$ cat src/rtl/relay_spi_pkg.sv
`timescale 1ns/1ps
package relay_spi_pkg;
    localparam int FRAME_W  = 16;
    localparam int ADDR_W   = 8;
    localparam int DATA_W   = 8;
    localparam int CODE_W   = 3;
    localparam int PCT_W    = 7;

    localparam logic [ADDR_W-1:0] ADDR_CHAN = 8'h00;
    localparam logic [ADDR_W-1:0] ADDR_HOLD = 8'h01;

    // Drive level in percent selected by a hold-mode code
    function automatic logic [PCT_W-1:0] code_to_pct(input logic [CODE_W-1:0] code);
        if (code == '0) begin
            return PCT_W'(100);
        end
        return PCT_W'(80 - 10 * int'(code));
    endfunction
endpackage

$ cat src/rtl/relay_spi_sync.sv
`timescale 1ns/1ps
module relay_spi_sync #(
    parameter int              W       = 1,
    parameter int              STAGES  = 2,
    parameter logic [W-1:0]    RST_VAL = '0
) (
    input  logic         clk,
    input  logic         rst_n,
    input  logic [W-1:0] raw_i,
    output logic [W-1:0] lvl_o
);
    typedef struct packed {
        logic [STAGES-1:0][W-1:0] pipe;
    } sync_t;

    sync_t st_d, st_q;

    always_comb begin
        st_d = st_q;
        st_d.pipe[0] = raw_i;
        for (int i = 1; i < STAGES; i++) begin
            st_d.pipe[i] = st_q.pipe[i-1];
        end
    end

    always_ff @(posedge clk or negedge rst_n) begin
        if (!rst_n) begin
            st_q.pipe <= {STAGES{RST_VAL}};
        end else begin
            st_q <= st_d;
        end
    end

    assign lvl_o = st_q.pipe[STAGES-1];
endmodule

$ cat src/rtl/relay_spi_shifter.sv
`timescale 1ns/1ps
module relay_spi_shifter
    import relay_spi_pkg::*;
(
    input  logic               clk,
    input  logic               rst_n,
    input  logic               sclk_i,
    input  logic               cs_n_i,
    input  logic               mosi_i,
    output logic [FRAME_W-1:0] frame_o,
    output logic               commit_o,
    output logic               miso_o
);
    localparam int CNT_W = $clog2(FRAME_W);

    typedef struct packed {
        logic [FRAME_W-1:0] sh;
        logic [CNT_W-1:0]   cnt;
        logic               seen;
        logic               miso;
        logic               sclk_prev;
        logic               cs_prev;
    } shift_t;

    shift_t st_d, st_q;
    logic sclk_rise, sclk_fall, cs_rise, cs_fall;

    always_comb begin
        st_d      = st_q;
        sclk_rise = sclk_i & ~st_q.sclk_prev;
        sclk_fall = ~sclk_i & st_q.sclk_prev;
        cs_rise   = cs_n_i & ~st_q.cs_prev;
        cs_fall   = ~cs_n_i & st_q.cs_prev;
        commit_o  = cs_rise & st_q.seen & (st_q.cnt == '0);

        st_d.sclk_prev = sclk_i;
        st_d.cs_prev   = cs_n_i;

        if (cs_fall) begin
            st_d.sh   = '0;
            st_d.cnt  = '0;
            st_d.seen = 1'b0;
        end else if (!cs_n_i && sclk_rise) begin
            st_d.sh   = {st_q.sh[FRAME_W-2:0], mosi_i};
            st_d.cnt  = (st_q.cnt == CNT_W'(FRAME_W - 1)) ? '0 : st_q.cnt + 1'b1;
            st_d.seen = 1'b1;
        end

        if (cs_n_i) begin
            st_d.miso = 1'b0;
        end else if (sclk_fall) begin
            st_d.miso = st_q.sh[FRAME_W-1];
        end
    end

    always_ff @(posedge clk or negedge rst_n) begin
        if (!rst_n) begin
            st_q           <= '0;
            st_q.sclk_prev <= 1'b0;
            st_q.cs_prev   <= 1'b1;
        end else begin
            st_q <= st_d;
        end
    end

    assign frame_o = st_q.sh;
    assign miso_o  = st_q.miso;

    AST_MISO_QUIET: assert property (@(posedge clk) disable iff (!rst_n)
        (cs_n_i && st_q.cs_prev) |=> !miso_o);
endmodule

$ cat src/rtl/relay_spi_regs.sv
`timescale 1ns/1ps
module relay_spi_regs
    import relay_spi_pkg::*;
#(
    parameter int NUM_CH = 8
) (
    input  logic               clk,
    input  logic               rst_n,
    input  logic               commit_i,
    input  logic [FRAME_W-1:0] frame_i,
    output logic [NUM_CH-1:0]  chan_o,
    output logic [CODE_W-1:0]  code_o
);
    typedef struct packed {
        logic [NUM_CH-1:0] chan;
        logic [CODE_W-1:0] code;
    } regs_t;

    regs_t st_d, st_q;
    logic [ADDR_W-1:0] addr;
    logic [DATA_W-1:0] data;

    assign addr = frame_i[FRAME_W-1 -: ADDR_W];
    assign data = frame_i[DATA_W-1:0];

    always_comb begin
        st_d = st_q;
        if (commit_i) begin
            unique case (addr)
                ADDR_CHAN: st_d.chan = data[NUM_CH-1:0];
                ADDR_HOLD: st_d.code = data[CODE_W-1:0];
                default:   st_d      = st_q;
            endcase
        end
    end

    always_ff @(posedge clk or negedge rst_n) begin
        if (!rst_n) begin
            st_q <= '0;
        end else begin
            st_q <= st_d;
        end
    end

    assign chan_o = st_q.chan;
    assign code_o = st_q.code;

    AST_WRITE_CHAN: assert property (@(posedge clk) disable iff (!rst_n)
        (commit_i && frame_i[FRAME_W-1 -: ADDR_W] == ADDR_CHAN)
        |=> chan_o == $past(frame_i[NUM_CH-1:0]));
    AST_IGNORE_ADDR: assert property (@(posedge clk) disable iff (!rst_n)
        (commit_i && frame_i[FRAME_W-1 -: ADDR_W] != ADDR_CHAN
                  && frame_i[FRAME_W-1 -: ADDR_W] != ADDR_HOLD)
        |=> ($stable(chan_o) && $stable(code_o)));
    AST_HOLD_UNTIL_COMMIT: assert property (@(posedge clk) disable iff (!rst_n)
        !commit_i |=> ($stable(chan_o) && $stable(code_o)));
endmodule

$ cat src/rtl/relay_spi_hold.sv
`timescale 1ns/1ps
module relay_spi_hold
    import relay_spi_pkg::*;
#(
    parameter int NUM_CH = 8,
    parameter int HOLD_W = 16
) (
    input  logic              clk,
    input  logic              rst_n,
    input  logic [NUM_CH-1:0] chan_i,
    input  logic [CODE_W-1:0] code_i,
    input  logic [HOLD_W-1:0] delay_i,
    output logic [NUM_CH-1:0] active_o
);
    typedef struct packed {
        logic [NUM_CH-1:0][HOLD_W-1:0] cnt;
    } hold_t;

    hold_t st_d, st_q;
    logic  save_en;

    assign save_en = (code_i != '0);

    always_comb begin
        st_d = st_q;
        for (int ch = 0; ch < NUM_CH; ch++) begin
            if (chan_i[ch] && save_en) begin
                st_d.cnt[ch] = (st_q.cnt[ch] >= delay_i) ? st_q.cnt[ch]
                                                          : st_q.cnt[ch] + 1'b1;
            end else begin
                st_d.cnt[ch] = '0;
            end
            active_o[ch] = chan_i[ch] && save_en && (st_q.cnt[ch] >= delay_i);
        end
    end

    always_ff @(posedge clk or negedge rst_n) begin
        if (!rst_n) begin
            st_q <= '0;
        end else begin
            st_q <= st_d;
        end
    end

    for (genvar g = 0; g < NUM_CH; g++) begin : g_chk
        AST_HOLD_AFTER_ON: assert property (@(posedge clk) disable iff (!rst_n)
            ($rose(active_o[g]) && delay_i != '0) |-> $past(chan_i[g]));
    end
endmodule

$ cat src/rtl/relay_spi_ctrl.sv
`timescale 1ns/1ps
module relay_spi_ctrl
    import relay_spi_pkg::*;
#(
    parameter int NUM_CH      = 8,
    parameter int HOLD_W      = 16,
    parameter int SYNC_STAGES = 2
) (
    input  logic              clk,
    input  logic              rst_n,
    input  logic              spi_sclk_i,
    input  logic              spi_cs_n_i,
    input  logic              spi_mosi_i,
    output logic              spi_miso_o,
    input  logic [HOLD_W-1:0] hold_delay_i,
    output logic [NUM_CH-1:0] chan_en_o,
    output logic [PCT_W-1:0]  ps_pct_o,
    output logic [NUM_CH-1:0] ps_hold_o
);
    localparam int SYNC_W = 3;

    logic [SYNC_W-1:0]  raw, lvl;
    logic [FRAME_W-1:0] frame;
    logic               commit;
    logic [CODE_W-1:0]  code;

    assign raw = {spi_mosi_i, spi_cs_n_i, spi_sclk_i};

    relay_spi_sync #(
        .W       (SYNC_W),
        .STAGES  (SYNC_STAGES),
        .RST_VAL (3'b010)
    ) u_sync (
        .clk   (clk),
        .rst_n (rst_n),
        .raw_i (raw),
        .lvl_o (lvl)
    );

    relay_spi_shifter u_shift (
        .clk      (clk),
        .rst_n    (rst_n),
        .sclk_i   (lvl[0]),
        .cs_n_i   (lvl[1]),
        .mosi_i   (lvl[2]),
        .frame_o  (frame),
        .commit_o (commit),
        .miso_o   (spi_miso_o)
    );

    relay_spi_regs #(.NUM_CH(NUM_CH)) u_regs (
        .clk      (clk),
        .rst_n    (rst_n),
        .commit_i (commit),
        .frame_i  (frame),
        .chan_o   (chan_en_o),
        .code_o   (code)
    );

    relay_spi_hold #(.NUM_CH(NUM_CH), .HOLD_W(HOLD_W)) u_hold (
        .clk      (clk),
        .rst_n    (rst_n),
        .chan_i   (chan_en_o),
        .code_i   (code),
        .delay_i  (hold_delay_i),
        .active_o (ps_hold_o)
    );

    assign ps_pct_o = code_to_pct(code);

    AST_PCT_GRID: assert property (@(posedge clk) disable iff (!rst_n)
        (ps_pct_o >= 7'd10) && (ps_pct_o <= 7'd100) && (ps_pct_o % 7'd10 == 7'd0));
endmodule

$ cat config.mk
export PLATFORM = sky130hd
export DESIGN_NAME = relay_spi_ctrl
export DESIGN_NICKNAME = d
export VERILOG_FILES = /design/src/rtl/relay_spi_pkg.sv /design/src/rtl/relay_spi_sync.sv /design/src/rtl/relay_spi_shifter.sv /design/src/rtl/relay_spi_regs.sv /design/src/rtl/relay_spi_hold.sv /design/src/rtl/relay_spi_ctrl.sv
export SDC_FILE = /design/constraint.sdc
export NUM_CORES = 1
export LEC_CHECK = 0
export BUFFER_PORTS_ARGS = -buffer_cell sky130_fd_sc_hd__buf_2
export CORE_MARGIN = 3
export CORE_UTILIZATION = 43
export CTS_CLUSTER_SIZE = 12
export DETAILED_ROUTE_END_ITERATION = 10
export HOLD_SLACK_MARGIN = 0.08
export PLACE_DENSITY_LB_ADDON = 0.25
export SETUP_SLACK_MARGIN = 0.02
export SYNTH_ARGS = -nofsm -noshare
export SYNTH_HDL_FRONTEND = slang
export SYNTH_HIERARCHICAL = 1
export SYNTH_SLANG_ARGS = --single-unit
$ cat constraint.sdc
create_clock -name clk -period 2.3 [get_ports clk]
set_input_delay 0.23 -clock clk [delete_from_list [all_inputs] [get_ports clk]]
set_output_delay 0.23 -clock clk [all_outputs]
set_load 0.01 [all_outputs]
# Word level (Yosys, flattened, before mapping)
# Cells that the tools add are included.
[op_classes] addsub=10 multipliers=1 order_cmp=8 eq_ne=10 n_mux=24 n_bitwise=10 reduce_logical=26
[op_table] op="16-bit 2-to-1 mux" n=16
[op_table] op="16-bit by 1-bit adder with 16-bit output (second input constant)" n=8
[op_table] op="16-bit >= comparator" n=8
[op_table] op="21-bit 2-to-1 mux" n=2
[op_table] op="1-bit logical AND" n=17
[op_table] op="2-bit != test (second input constant)" n=8
[op_table] op="7-bit 2-to-1 mux" n=2
[op_table] op="8-bit by 1-bit == test with 1-bit output (second input constant)" n=1
[op_table] op="8-bit zero test" n=1
[op_table] op="7-bit subtractor (first input constant)" n=1
[op_table] op="1-bit AND" n=6
[op_table] op="3-bit by 3-bit multiplier with 6-bit output (first input constant)" n=1
[op_table] op="4-bit by 1-bit adder with 4-bit output (second input constant)" n=1
[op_table] op="4-bit == test (second input constant)" n=1
[op_table] op="4-bit zero test" n=1
[op_table] op="4-bit 2-to-1 mux" n=1
[op_table] op="1-bit NOT" n=4
[op_table] op="2-bit AND reduction" n=2
[op_table] op="2-bit nonzero test" n=2
[op_table] op="3-bit zero test" n=1
[op_table] op="1-bit 2-to-1 mux" n=3
[op_table] op="3-bit nonzero test" n=1
[op_table] op="1-bit zero test" n=1
[totals] reg_bits=169 in_bits=21 output_inout_bits=24 wordCells=107

# Depth between registers and ports, before layout
[logic_depth] word_depth=5 ltp_mapped=10 depth_no_buf=8

# Hierarchy
# The synthesis kept the hierarchy.
[modules_own_cells] mod="relay_spi_hold" n_inst=1 cells_per_inst=1048 area_per_inst_um2=9502.9 seq_area_each_um2=3203.1
[modules_own_cells] mod="relay_spi_shifter" n_inst=1 cells_per_inst=88 area_per_inst_um2=1126.1 seq_area_each_um2=601.8
[modules_own_cells] mod="relay_spi_regs" n_inst=1 cells_per_inst=27 area_per_inst_um2=466.7 seq_area_each_um2=275.3
[modules_own_cells] mod="relay_spi_sync" n_inst=1 cells_per_inst=6 area_per_inst_um2=152.6 seq_area_each_um2=152.6
[modules_own_cells] mod="relay_spi_ctrl" n_inst=1 cells_per_inst=21 area_per_inst_um2=148.9 seq_area_each_um2=0.0

# Worst setup path after synthesis
# No wires, ideal clock.
[synth_path] kind="reg-to-output" start="register u_hold/st_q[0] (netlist bit)" end="output port ps_hold_o[0]" arrival_time_ps=2155 required_ps=2070 path_slack_ps=-85 path_stages_with_launch=10 path_buffers=2 path_cell_list="dfrtp_1 -> inv_1 -> ha_1 -> nand2b_1 -> a21o_1 -> a211o_1 -> a211o_1 -> buf_2 -> buf_2 -> and2_1"
[synth_between] elab_chain_len=2
[synth_lines] item="start: declaration" line_no="relay_spi_hold.sv:19" rtl="hold_t st_d, st_q;"
[synth_lines] item="start signal: assignment" line_no="relay_spi_hold.sv:41" rtl="st_q <= st_d;"
[synth_lines] item="16-bit >= comparator" line_no="relay_spi_hold.sv:33" rtl="active_o[ch] = chan_i[ch] && save_en && (st_q.cnt[ch] >= delay_i);"
[synth_lines] item="1-bit logical AND" line_no="relay_spi_hold.sv:33"
[synth_lines] item="end: declaration" line_no="relay_spi_ctrl.sv:18" rtl="output logic [NUM_CH-1:0] ps_hold_o"
# Every way passes these cells.

# Worst setup path in the final report
# Ends and elaborated chain as after synthesis.

==> flow_metrics.env <==
export IMPL_overflow=0
export IMPL_post_route_min_period_ps=2620
export IMPL_crit_fanout=2
export IMPL_tns_ps=-5810
export IMPL_synth_compound_area_share_pct=17.5
export IMPL_max_stage_delay_ps=390
export IMPL_skew_ps=17.2
export IMPL_status="finished, violations left"
export IMPL_portBuffers=43
export IMPL_clk_latency_ps=440
export IMPL_pre_cts_ws_ps=-307
export IMPL_hpwl_mm=20.6
export IMPL_dp_cells=1683
export IMPL_grt_pass1_wl_mm=51.3
export IMPL_multi_input_area_um2=7950
export IMPL_slew_headroom_pct=61.6
export IMPL_start_util_pct=44.5
export IMPL_cts_tree="built"
export IMPL_worst_pin_slew_ps=575
export IMPL_setup_violations=59
export IMPL_cp_common_cell="a211o_1"
export IMPL_post_route_period_util_pct=114
export IMPL_cts_htree_levels=4
export IMPL_critPathRequiredTime_ps=2070
export IMPL_stdcell_count=1802
export IMPL_min_path_type="in -> async"
export IMPL_max_freq_mhz=382
export IMPL_drc=0
export IMPL_grt_use_total_pct=22.0
export IMPL_slowest_stage="dfrtp_1"
export IMPL_synth_seq_cells=169
export IMPL_io_pins=45
export IMPL_final_common_cell="buf_4"
export IMPL_path_class="reg -> out"
export IMPL_grt_pass1_vias=10198
export IMPL_synth_seq_area_share_pct=37.1
export IMPL_syn_inst=1190
export IMPL_firstDrtPassIters=5
export IMPL_synth_simple_area_share_pct=19.4
export IMPL_synth_warnings=6
export IMPL_synth_xor_area_share_pct=3.84
export IMPL_cts_sinks=169
export IMPL_wl_mm=32.5
export IMPL_cts_buffers=17
export IMPL_syn_area_um2=11400
export IMPL_clk_pin_slew_ps=80
export IMPL_ant_nets=0
export IMPL_synth_edf_count=0
export IMPL_drv_slew=0
export IMPL_nFillCells=2014
export IMPL_reg2reg_from="u_hold/st_q[0]"
export IMPL_critical_path_startpoint_type="flop"
export IMPL_ff_latch_area_um2=4240
export IMPL_worstPathArrival_ps=2390
export IMPL_synth_top_family_by_area="simple AND/OR/NAND/NOR gates"
export IMPL_worstSetupStartpoint="u_hold/st_q[0]"
export IMPL_r2r_slack_ps=-190
export IMPL_mostFrequentLayoutCells="buf_4, dfrtp_1, ha_1"
export IMPL_viasPerCell=5.73
export IMPL_antenna_found_initial=0
export IMPL_post_route_util_pct=62.7
export IMPL_die_x_um=169
export IMPL_r2r_end="u_hold/st_q[8]"
export IMPL_diodes=0
export IMPL_violations="negative setup slack"
export IMPL_fin_ws_ps=-320
export IMPL_synthMuxAreaShare_pct=2.68
export IMPL_synthAdderAreaFrac_pct=15.6
export IMPL_core_area_um2=25600
export IMPL_dieHeight_um=169
export IMPL_hold_viol=0
export IMPL_maxCapViolations=0
export IMPL_cts_root_buf="clkbuf_16"
export IMPL_final_nets=1622
export IMPL_peakVddDrop_mv=0.434
export IMPL_drive_gt1_share_pct=38.0
export IMPL_p_leak_nw=7.16
export IMPL_area_growth_pct=40.9
export IMPL_vias=10329
export IMPL_crit_path_cell_trace="inv_2 > ha_4 > nand2b_4 > a21o_1 > a211o_1 > a211o_1 > buf_12 > and2_4 > buf_6"
export IMPL_async_reset_ff_share_pct=100
export IMPL_dr_first_iter_drc_count=603
export IMPL_syn_area_per_cell_um2=9.58
export IMPL_mappedNetlistNets=1353
export IMPL_rsz0062_at_grt="true"
export IMPL_end_kind="output port"
export IMPL_cts_buffer_depth=2
export IMPL_num_rows=58
export IMPL_crit_path_end="ps_hold_o[0]"
export IMPL_yosysUniqueCellTypes=72
export IMPL_grt_max_degree=53
export IMPL_p_per_area_nw_per_um2=412
export IMPL_gp_congestion=0.812
export IMPL_die_area_um2=28500
export IMPL_synth_flop_cell="dfrtp_1"
export IMPL_routedWlPerCell_um=18.0
export IMPL_power_mw=6.62
export IMPL_reg2reg_depth=10
[state kept, by name, summed over array words and instances, names as in the netlist]
name,cells
u_regs/code_o,3
u_shift/frame_o,16
u_sync/st_d,3
u_shift/miso_o,1
u_hold/st_q,128
u_sync/lvl_o,3
u_regs/chan_o,8
u_shift/st_q,7
[layer usage]
metal  wire length [um]  GRT usage (%)  share of wire [%]
met1              14400           29.7                 44
met2              16200           37.1                 50
met3               1210           3.32                3.7
met4                708           5.94                2.2
met5                  0              0                  0
[power breakdown]
group          internal, mW  total, mW  leakage (nW)  switching, mW
combinational         0.218      0.507          4.52          0.289
sequential             2.99       3.00          2.33         0.0150
clock                  1.62       3.11         0.310           1.49
total                  4.82       6.62          7.16           1.79
[critical path, delay by kind of cell (launching register included)]
kind | cells | cell delay (ps)
AOI/OAI and AO/OA | 3 | 770
adders and majority gates | 1 | 190
buffers and inverters | 3 | 330
DFF | 1 | 390
and+or+nand+nor | 2 | 260
[cell families (layout without fill, tap and decap cells)]
logic type	count (synthesis)	count (layout)
buffers and inverters	91	373
flip-flops	169	169
XOR/XNOR	50	50
AO/OA/AOI/OAI	300	300
multiplexers	28	28
adder cells (fa/ha/maj)	142	142
AND/OR/NAND/NOR	409	409
other	1	1
[worst min path at each step]
stage	slack [ps]	depth (start not counted)	endpoint
floorplan	-70	0	u_hold/st_q[0]
global placement	230	1	u_shift/st_q[7]
detailed placement	240	1	u_shift/miso_o
CTS	330	2	u_shift/st_q[7]
global route	360	2	u_shift/miso_o
finish	320	2	u_shift/miso_o
[area by class of cell]
class | count | area share (%)
multi-input cells | 930 | 49.5
flip-flops and latches | 169 | 26.4
repair buffers | 297 | 16.5
clock buffers | 18 | 2.74
well taps | 330 | 2.57
clock inverters | 14 | 1.24
inverters | 44 | 1.03
[cell usage after synthesis (8+ instances only)]
master     instances  area share [%]
ha_1             142              16
o21ai_0           53             2.3
o2111ai_1         10            0.77
a21o_1            16             1.1
buf_4             18             1.2
inv_1             44             1.4
nand2_1           75             2.5
a21oi_1          102             4.5
mux2i_1           17             1.5
nor3_1            15            0.66
nand4_1           33             1.8
mux2_2             8            0.79
and3_1            22             1.2
buf_2              8            0.35
and2_1            12            0.66
dfrtp_1          166              36
o211ai_1          26             1.7
a22o_1             8            0.61
or4_1             28             1.8
xor2_1            43             3.3
and4_1            11            0.85
nand2b_1          14            0.77
or3_1             37             2.0
nor2_1            84             2.8
o31ai_1           27             1.8
clkbuf_1          18            0.59
nand3_1           48             2.1
a22o_2             9            0.79
[per-stage QoR]
stage | area (um^2) | hold WS (ps)
after floorplan | 11400 | -65.6
after global placement | 13300 | 235
after detailed placement | 13300 | 239
after CTS | 15100 | 328
after global routing | 16100 | 356
final | 16100 | 317
[what timing repair did]
item,in CTS,in global routing
hold buffers,4,0
gates cloned,8,0
buffers inserted,59,33
hold endpoints to repair,50,0
resized for setup,126,174
pin swaps,103,71
setup endpoints to repair,62,113
(Power assumes the default switching activity.)
